File: config.mk
export PLATFORM = sky130hd
export DESIGN_NAME = mig_arbiter
export DESIGN_NICKNAME = d
export VERILOG_FILES = /design/src/rtl/mig_pkg.sv /design/src/rtl/mig_rate_track.sv /design/src/rtl/mig_evt_fifo.sv /design/src/rtl/mig_place.sv /design/src/rtl/mig_arbiter.sv
export SDC_FILE = /design/constraint.sdc
export NUM_CORES = 2
export LEC_CHECK = 0
export BUFFER_PORTS_ARGS = -buffer_cell sky130_fd_sc_hd__buf_2
export CAP_MARGIN = 20
export CORE_AREA = 2 2 307 309
export CTS_CLUSTER_DIAMETER = 40
export CTS_CLUSTER_SIZE = 8
export DETAILED_ROUTE_END_ITERATION = 7
export DIE_AREA = 0 0 309 311
export PLACE_DENSITY_LB_ADDON = 0.05
export SYNTH_ARGS = -nofsm -noshare
export SYNTH_HDL_FRONTEND = slang
export SYNTH_SLANG_ARGS = --single-unit
File: constraint.sdc
create_clock -name clk -period 14.3 [get_ports clk]
set_clock_uncertainty 0.2 [all_clocks]
set_input_delay 2.86 -clock clk [delete_from_list [all_inputs] [get_ports clk]]
set_output_delay 2.86 -clock clk [all_outputs]
set_load 0.05 [all_outputs]
File: src/rtl/mig_pkg.sv
package mig_pkg;
  typedef enum logic {EV_STALL = 1'b0, EV_DONE = 1'b1} ev_kind_e;
  typedef enum logic {CMD_EVICT = 1'b0, CMD_DISPATCH = 1'b1} cmd_kind_e;
endpackage

File: src/rtl/mig_rate_track.sv
module mig_rate_track #(
  parameter int NCORE = 4,
  parameter int SMP_W = 8,
  parameter int ACC_W = 24,
  parameter int WIN_W = 16
) (
  input  logic                   clk,
  input  logic                   rst_n,
  input  logic [WIN_W-1:0]       cfg_window,
  input  logic [NCORE-1:0]       smp_valid,
  input  logic [NCORE*SMP_W-1:0] smp_conf,
  input  logic [NCORE*SMP_W-1:0] smp_stall,
  output logic [NCORE*ACC_W-1:0] conf_rate,
  output logic [NCORE*ACC_W-1:0] stall_rate
);
  logic [WIN_W-1:0] win_q, win_d;
  logic             wrap;

  always_comb begin
    wrap  = ((WIN_W+1)'(win_q) + (WIN_W+1)'(1)) >= (WIN_W+1)'(cfg_window);
    win_d = wrap ? '0 : win_q + WIN_W'(1);
  end

  always_ff @(posedge clk or negedge rst_n) begin
    if (!rst_n) win_q <= '0;
    else        win_q <= win_d;
  end

  for (genvar i = 0; i < NCORE; i++) begin : g_core
    logic [ACC_W-1:0] acc_c_q, acc_s_q, acc_c_d, acc_s_d;
    logic [ACC_W-1:0] rate_c_q, rate_s_q;
    logic [ACC_W-1:0] sum_c, sum_s;

    always_comb begin
      sum_c   = acc_c_q + (smp_valid[i] ? ACC_W'(smp_conf[i*SMP_W +: SMP_W])  : '0);
      sum_s   = acc_s_q + (smp_valid[i] ? ACC_W'(smp_stall[i*SMP_W +: SMP_W]) : '0);
      acc_c_d = wrap ? '0 : sum_c;
      acc_s_d = wrap ? '0 : sum_s;
    end

    always_ff @(posedge clk or negedge rst_n) begin
      if (!rst_n) begin
        acc_c_q  <= '0;
        acc_s_q  <= '0;
        rate_c_q <= '0;
        rate_s_q <= '0;
      end else begin
        acc_c_q <= acc_c_d;
        acc_s_q <= acc_s_d;
        if (wrap) begin
          rate_c_q <= sum_c;
          rate_s_q <= sum_s;
        end
      end
    end

    assign conf_rate[i*ACC_W +: ACC_W]  = rate_c_q;
    assign stall_rate[i*ACC_W +: ACC_W] = rate_s_q;
  end

  // the window position never passes the programmed length
  a_r1_window_bound: assert property (@(posedge clk) disable iff (!rst_n)
    (cfg_window > WIN_W'(1)) |-> (win_q < cfg_window));
endmodule

File: src/rtl/mig_evt_fifo.sv
module mig_evt_fifo #(
  parameter int W     = 8,
  parameter int DEPTH = 4
) (
  input  logic         clk,
  input  logic         rst_n,
  input  logic         push,
  input  logic [W-1:0] din,
  input  logic         pop,
  output logic [W-1:0] dout,
  output logic         empty,
  output logic         full
);
  localparam int AW = (DEPTH > 1) ? $clog2(DEPTH) : 1;

  logic [DEPTH-1:0][W-1:0] mem_q;
  logic [AW-1:0]           wr_q, rd_q, wr_d, rd_d;
  logic [AW:0]             cnt_q, cnt_d;
  logic                    do_push, do_pop;

  always_comb begin
    empty   = (cnt_q == '0);
    full    = (cnt_q == (AW+1)'(DEPTH));
    do_push = push && !full;
    do_pop  = pop && !empty;
    wr_d    = wr_q;
    rd_d    = rd_q;
    cnt_d   = cnt_q;
    if (do_push) wr_d = (wr_q == AW'(DEPTH-1)) ? '0 : wr_q + AW'(1);
    if (do_pop)  rd_d = (rd_q == AW'(DEPTH-1)) ? '0 : rd_q + AW'(1);
    if (do_push && !do_pop)      cnt_d = cnt_q + (AW+1)'(1);
    else if (do_pop && !do_push) cnt_d = cnt_q - (AW+1)'(1);
    dout = mem_q[rd_q];
  end

  always_ff @(posedge clk or negedge rst_n) begin
    if (!rst_n) begin
      wr_q  <= '0;
      rd_q  <= '0;
      cnt_q <= '0;
    end else begin
      wr_q  <= wr_d;
      rd_q  <= rd_d;
      cnt_q <= cnt_d;
    end
  end

  always_ff @(posedge clk) begin
    if (do_push) mem_q[wr_q] <= din;
  end

  // the producer never pushes into a full queue (input assumption)
  a_r9_no_push_full: assert property (@(posedge clk) disable iff (!rst_n)
    !(push && full));
  // occupancy stays within the storage
  a_r9_count_range: assert property (@(posedge clk) disable iff (!rst_n)
    cnt_q <= (AW+1)'(DEPTH));
endmodule

File: src/rtl/mig_place.sv
module mig_place #(
  parameter int NCORE    = 4,
  parameter int ACC_W    = 24,
  parameter int HYST_NUM = 21,
  parameter int HYST_DEN = 20,
  localparam int CW      = (NCORE > 1) ? $clog2(NCORE) : 1
) (
  input  logic [NCORE*ACC_W-1:0] stall_rate,
  input  logic [NCORE-1:0]       elig,
  input  logic [CW-1:0]          prev,
  output logic                   found,
  output logic [CW-1:0]          dest
);
  localparam int PW = ACC_W + 8;

  logic [ACC_W-1:0] best, prev_rate;
  logic [CW-1:0]    cand;
  logic [PW-1:0]    lhs, rhs;
  logic             take_cand;

  always_comb begin
    found = 1'b0;
    cand  = '0;
    best  = '0;
    for (int i = 0; i < NCORE; i++) begin
      if (elig[i] && (!found || (stall_rate[i*ACC_W +: ACC_W] > best))) begin
        found = 1'b1;
        cand  = CW'(i);
        best  = stall_rate[i*ACC_W +: ACC_W];
      end
    end
    prev_rate = stall_rate[int'(prev)*ACC_W +: ACC_W];
    lhs       = PW'(best) * PW'(HYST_DEN);
    rhs       = PW'(prev_rate) * PW'(HYST_NUM);
    take_cand = !elig[prev] || (lhs > rhs);
    dest      = take_cand ? cand : prev;
  end
endmodule

File: src/rtl/mig_arbiter.sv
module mig_arbiter
  import mig_pkg::*;
#(
  parameter int NCORE      = 4,
  parameter int NCTX       = 2,
  parameter int NTHR       = 16,
  parameter int SMP_W      = 8,
  parameter int ACC_W      = 24,
  parameter int WIN_W      = 16,
  parameter int FIFO_DEPTH = 4,
  parameter int HYST_NUM   = 21,
  parameter int HYST_DEN   = 20,
  localparam int CW        = (NCORE > 1) ? $clog2(NCORE) : 1,
  localparam int TW        = (NTHR > 1) ? $clog2(NTHR) : 1
) (
  input  logic                   clk,
  input  logic                   rst_n,
  input  logic [WIN_W-1:0]       cfg_window,
  input  logic [ACC_W-1:0]       cfg_conf_thr,
  input  logic [NCORE-1:0]       smp_valid,
  input  logic [NCORE*SMP_W-1:0] smp_conf,
  input  logic [NCORE*SMP_W-1:0] smp_stall,
  input  logic [NCORE*NCTX-1:0]  ctx_occ,
  input  logic                   ev_valid,
  input  logic                   ev_kind,
  input  logic [TW-1:0]          ev_thread,
  input  logic [CW-1:0]          ev_core,
  output logic                   cmd_valid,
  output logic                   cmd_kind,
  output logic [TW-1:0]          cmd_thread,
  output logic [CW-1:0]          cmd_core,
  input  logic                   cmd_done
);
  localparam int EW = 1 + TW + CW;

  logic [NCORE*ACC_W-1:0] conf_rate, stall_rate;
  logic [NCORE-1:0]       core_full, core_multi;

  mig_rate_track #(.NCORE(NCORE), .SMP_W(SMP_W), .ACC_W(ACC_W), .WIN_W(WIN_W)) u_rate (
    .clk(clk), .rst_n(rst_n), .cfg_window(cfg_window), .smp_valid(smp_valid),
    .smp_conf(smp_conf), .smp_stall(smp_stall),
    .conf_rate(conf_rate), .stall_rate(stall_rate)
  );

  for (genvar c = 0; c < NCORE; c++) begin : g_occ
    always_comb begin
      int n;
      n = 0;
      for (int k = 0; k < NCTX; k++) n += int'(ctx_occ[c*NCTX + k]);
      core_full[c]  = (n >= NCTX);
      core_multi[c] = (n >= 2);
    end
  end

  // event queue
  logic [EW-1:0] q_dout;
  logic          q_empty, q_full, q_pop;

  mig_evt_fifo #(.W(EW), .DEPTH(FIFO_DEPTH)) u_fifo (
    .clk(clk), .rst_n(rst_n), .push(ev_valid), .din({ev_kind, ev_thread, ev_core}),
    .pop(q_pop), .dout(q_dout), .empty(q_empty), .full(q_full)
  );

  logic          hd_kind;
  logic [TW-1:0] hd_thr;
  logic [CW-1:0] hd_core;
  assign {hd_kind, hd_thr, hd_core} = q_dout;

  // parked-thread table
  logic [NTHR-1:0]         parked_q, parked_d;
  logic [NTHR-1:0][CW-1:0] home_q, home_d;

  // placement
  logic [NCORE-1:0] pl_elig;
  logic [CW-1:0]    pl_prev, pl_dest;
  logic             pl_found;

  mig_place #(.NCORE(NCORE), .ACC_W(ACC_W), .HYST_NUM(HYST_NUM), .HYST_DEN(HYST_DEN)) u_place (
    .stall_rate(stall_rate), .elig(pl_elig), .prev(pl_prev),
    .found(pl_found), .dest(pl_dest)
  );

  logic          cmd_valid_q, cmd_valid_d;
  logic          cmd_kind_q, cmd_kind_d;
  logic [TW-1:0] cmd_thr_q, cmd_thr_d;
  logic [CW-1:0] cmd_core_q, cmd_core_d;
  logic          go, is_stall, conf_hot, do_evict, do_disp, issue;

  always_comb begin
    is_stall = (hd_kind == EV_STALL);
    go       = !q_empty && !cmd_valid_q;
    pl_prev  = is_stall ? hd_core : home_q[hd_thr];
    pl_elig  = ~core_full | (is_stall ? (NCORE'(1) << hd_core) : '0);
    conf_hot = conf_rate[int'(hd_core)*ACC_W +: ACC_W] > cfg_conf_thr;
    do_evict = is_stall && !parked_q[hd_thr] && core_multi[hd_core] && conf_hot &&
               pl_found && (pl_dest != hd_core);
    do_disp  = !is_stall && parked_q[hd_thr] && pl_found;
    issue    = go && (do_evict || do_disp);
    q_pop    = go && !(!is_stall && parked_q[hd_thr] && !pl_found);

    parked_d    = parked_q;
    home_d      = home_q;
    cmd_valid_d = cmd_valid_q;
    cmd_kind_d  = cmd_kind_q;
    cmd_thr_d   = cmd_thr_q;
    cmd_core_d  = cmd_core_q;
    if (issue) begin
      cmd_valid_d = 1'b1;
      cmd_thr_d   = hd_thr;
      if (do_evict) begin
        cmd_kind_d       = CMD_EVICT;
        cmd_core_d       = hd_core;
        parked_d[hd_thr] = 1'b1;
        home_d[hd_thr]   = hd_core;
      end else begin
        cmd_kind_d       = CMD_DISPATCH;
        cmd_core_d       = pl_dest;
        parked_d[hd_thr] = 1'b0;
      end
    end else if (cmd_valid_q && cmd_done) begin
      cmd_valid_d = 1'b0;
    end
  end

  always_ff @(posedge clk or negedge rst_n) begin
    if (!rst_n) begin
      parked_q    <= '0;
      home_q      <= '0;
      cmd_valid_q <= 1'b0;
      cmd_kind_q  <= 1'b0;
      cmd_thr_q   <= '0;
      cmd_core_q  <= '0;
    end else begin
      parked_q    <= parked_d;
      home_q      <= home_d;
      cmd_valid_q <= cmd_valid_d;
      cmd_kind_q  <= cmd_kind_d;
      cmd_thr_q   <= cmd_thr_d;
      cmd_core_q  <= cmd_core_d;
    end
  end

  assign cmd_valid  = cmd_valid_q;
  assign cmd_kind   = cmd_kind_q;
  assign cmd_thread = cmd_thr_q;
  assign cmd_core   = cmd_core_q;

  // occupancy seen by the previous decision, for the checks below
  logic [NCORE-1:0] full_seen_q, multi_seen_q;
  always_ff @(posedge clk or negedge rst_n) begin
    if (!rst_n) begin
      full_seen_q  <= '0;
      multi_seen_q <= '0;
    end else begin
      full_seen_q  <= core_full;
      multi_seen_q <= core_multi;
    end
  end

  // an outstanding command is held unchanged until acknowledged
  a_r9_cmd_hold: assert property (@(posedge clk) disable iff (!rst_n)
    (cmd_valid_q && !cmd_done) |=> (cmd_valid_q && $stable(cmd_kind_q) &&
                                    $stable(cmd_thr_q) && $stable(cmd_core_q)));
  // a fresh dispatch never targets a core that was full when it was chosen
  a_r7_dest_not_full: assert property (@(posedge clk) disable iff (!rst_n)
    ($rose(cmd_valid_q) && cmd_kind_q == CMD_DISPATCH) |-> !full_seen_q[cmd_core_q]);
  // an eviction only vacates a core that held at least two threads
  a_r3_evict_shared_core: assert property (@(posedge clk) disable iff (!rst_n)
    ($rose(cmd_valid_q) && cmd_kind_q == CMD_EVICT) |-> multi_seen_q[cmd_core_q]);
  // a waiting completion is never dropped while no core is free
  a_r8_wait_at_head: assert property (@(posedge clk) disable iff (!rst_n)
    (go && !is_stall && parked_q[hd_thr] && (&core_full)) |=> !q_empty);
endmodule

==> flow_summary.toml <==
[status]
outcome = "finished with violations"
violations = "negative setup slack"

[synth]
yosysWarnings = 0
post-synth-top-area-fraction_pct = 35.9
syn_nets = 3817
synth_async_sr_flop_share_pct = 94.3
synth_flop_cell = "dfrtp_1"
synth.avg_cell_area_um2 = 9.69
synthesis.area_um2 = 32300
synth_top_area_cell = "dfrtp_1"
synthTopCellsByArea = "dfrtp_1 (36%), ha_1 (13%), mux2i_1 (6.5%), inv_1 (5.3%), xnor2_1 (4.1%)"
seq_area_frac_synth_pct = 38.5
ys_types = 81
synth_edf_count = 28
syn-instance-count = 3333
synth_seq_cells = 491

[setup_path]
critPathBufInv = 14
critPathTopFamily = "compound AO/OA/AOI/OAI gates"
cp-start-kind = "input port"
critPathSlowestCell = "a21oi_4"
slowest_delay_ps = 410
required_ps = 14630
path_max_fanout = 7
cp_data_arrival_time_ps = 14960
critPathKind = "input port to flip-flop"
end_kind = "flip-flop"

[global_routing]
overflow = 0
grt_usage_pct = 19.4
antenna_found_initial = 2
grt_pass1_wl_um = 147000
grt_pass1_vias = 26462
grt_max_degree = 174

[route]
wl_um = 92500
maxUsedRoutingLayer = "met4"
wl_met2_um = 44700
wire_per_inst_um = 18.1
drtAntennaViolNets = 0
drc = 0
viasPerCell = 4.87
drtPass1Iterations = 5
vias = 24825
m1WireLength_um = 42500
dr_wl_met3_um = 2710
drt_iter0_drc = 1253

[sta]
drv_slew = 0
min_period_ps = 14630
fin_crit_sh_pct = 102
hold_viol = 0
tightest_slew_ps = 1230
final-setup-viol-count = 50
whs_ps = 291
fmax_mhz = 68.4
setup_ws_ps = -327
rsz0062_at_grt = "true"
relSlewSlack_pct = 18.1
tns_ps = -11580

[finish]
regArea_um2 = 12400
fin_nets = 4253
area_growth_syn_to_layout_pct = 27.3
final_layout_size_suffix_gt1_share_pct = 22.3
stdcell_area_um2 = 41100
fill_cells = 9059
multi_input_area_um2 = 18800

[placement]
port_buffers = 134
hpwl_um = 68400
dpl_worst_slack_ps = -1900
post_dp_cell_area_um2 = 35800
place.gp.congestion = 0.883

[flow_run]
maxCapViolations = 0

[die]
fp.dieW_um = 309
die_area_um2 = 96100
rows = 112
io_pins = 135
initial_core_util_pct = 34.8
die_h_um = 311
coreArea_um2 = 92800

[clock_network]
clk_pin_slew_ps = 50
hold_buffers = 0
cts_root_buf = "clkbuf_16"
clock_latency_ps = 670
cts-buffers-inserted = 97
cts_sinks = 491
ctsHtreeMaxLevel = 3
tritoncts = "built"
clockBufferDepth = 3

[worst_hold_path]
hp-class = "flip-flop to flip-flop"
## worst paths after layout
| path | startpoint | to | slack, ps | cells past startpoint |
|---|---|---|---|---|
| max | ctx_occ[1] | cmd_thread[2] | -330 | 68 |
| min | home_q[27] | home_q[27] | 290 | 1 |
| max reg2reg | u_fifo.rd_q[0] | cmd_thread[2] | 410 | 65 |
| min reg2reg | home_q[27] | home_q[27] | 290 | 1 |
| max in group asynchronous | rst_n | u_rate.g_core[0].acc_s_q[20] | 9780 | 3 |
| min in group asynchronous | rst_n | u_rate.g_core[2].acc_c_q[10] | 1980 | 1 |
## cells in the mapped netlist (4+ instances only)
library cell and count:
o31ai_1 9, mux4_1 4, nand3_2 7, nand2b_1 15, buf_6 4, ha_1 328
inv_1 453, nor3_1 17, xnor2_1 152, clkbuf_1 60, or3_1 10, dfrtp_1 463
fa_1 29, o21bai_1 30, and3_1 48, a21boi_0 4, buf_1 22, o21a_1 16
and2_1 105, or2_2 8, mux2i_1 209, o21ai_0 143, nor4_1 4, nor3b_1 4
a21oi_1 123, a2111oi_0 6, clkbuf_8 9, a21o_1 60, mux2_1 17, mux2_2 33
nor2_1 288, mux4_2 31, nand4_1 32, edfxtp_1 28, xor2_1 77, nor2b_1 35
o211ai_1 47, a211oi_1 15, nand3_1 96, nand2_1 230
## per-layer routing
metal	track usage, %	vias to the layer above
met5	0	-
met4	5.97	0
met3	2.65	157
met2	32.8	360
met1	25.5	12139
li1	-	12169
## cell usage in the layout (no fill, tap or decap), drive strengths merged, types with 15 or more instances in the layout
cell	n
a211oi	16
a21o	60
a21oi	123
and2	106
and3	50
buf	433
clkbuf	139
clkinv	22
dfrtp	463
edfxtp	28
fa	29
ha	328
inv	454
mux2	50
mux2i	209
mux4	35
nand2	230
nand2b	15
nand3	103
nand4	32
nor2	288
nor2b	35
nor3	17
o211ai	47
o21a	16
o21ai	143
o21bai	33
xnor2	152
xor2	77
## worst register-to-register path, delay by kind of cell, from the launching register on
family	cells	cell delay, ps
compound gates	28	5330
xor+xnor	2	260
fa+ha+maj	7	1580
buf+inv	11	1480
flops	1	460
mux	4	1570
simple gates	13	2890
## metrics by stage
step,instances,utilization [%]
floorplan,3333,-
global placement,4842,38.6
detailed placement,4842,38.6
CTS,5082,43.7
global route,5098,44.3
finish,5099,44.3
## registers in the layout (all words and copies together) (netlist names), named ones only
register / cells
cmd_kind: 1
u_fifo.cnt_q: 3
home_q: 32
u_fifo.rd_q: 2
u_rate.win_q: 16
u_rate.g_core.rate_c_q: 96
u_fifo.wr_q: 2
u_rate.g_core.rate_s_q: 96
cmd_thread: 4
u_rate.g_core.acc_c_q: 96
u_rate.g_core.acc_s_q: 96
cmd_valid: 1
u_fifo.mem_q: 28
cmd_core: 2
## timing repair
action / in CTS / in global routing
cloned: 10 / 2
pin swaps: 69 / 32
setup endpoints to repair: 56 / 56
resized for setup: 170 / 96
buffers inserted: 57 / 16
## cells by family after synthesis
| group | synth area share, % |
|---|---|
| adder cells (fa/ha/maj) | 14.5 |
| flip-flops | 38.5 |
| multiplexers | 10.7 |
| buffers and inverters | 7.01 |
| XOR/XNOR | 6.21 |
| AO/OA/AOI/OAI | 9.71 |
| AND/OR/NAND/NOR | 13.4 |
## layout make-up
class / instances / area share [%]
well taps: 1254 / 3.82
clock buffers: 136 / 6.90
inverters: 454 / 4.15
flip-flops and latches: 491 / 30.2
diodes: 1 / 0.00609
clock inverters: 38 / 1.21
repair buffers: 437 / 8.00
multi-input cells: 2288 / 45.7
Power is not shown: default switching activity piles up to over one toggle a cycle in this logic, so the estimate is an artifact.
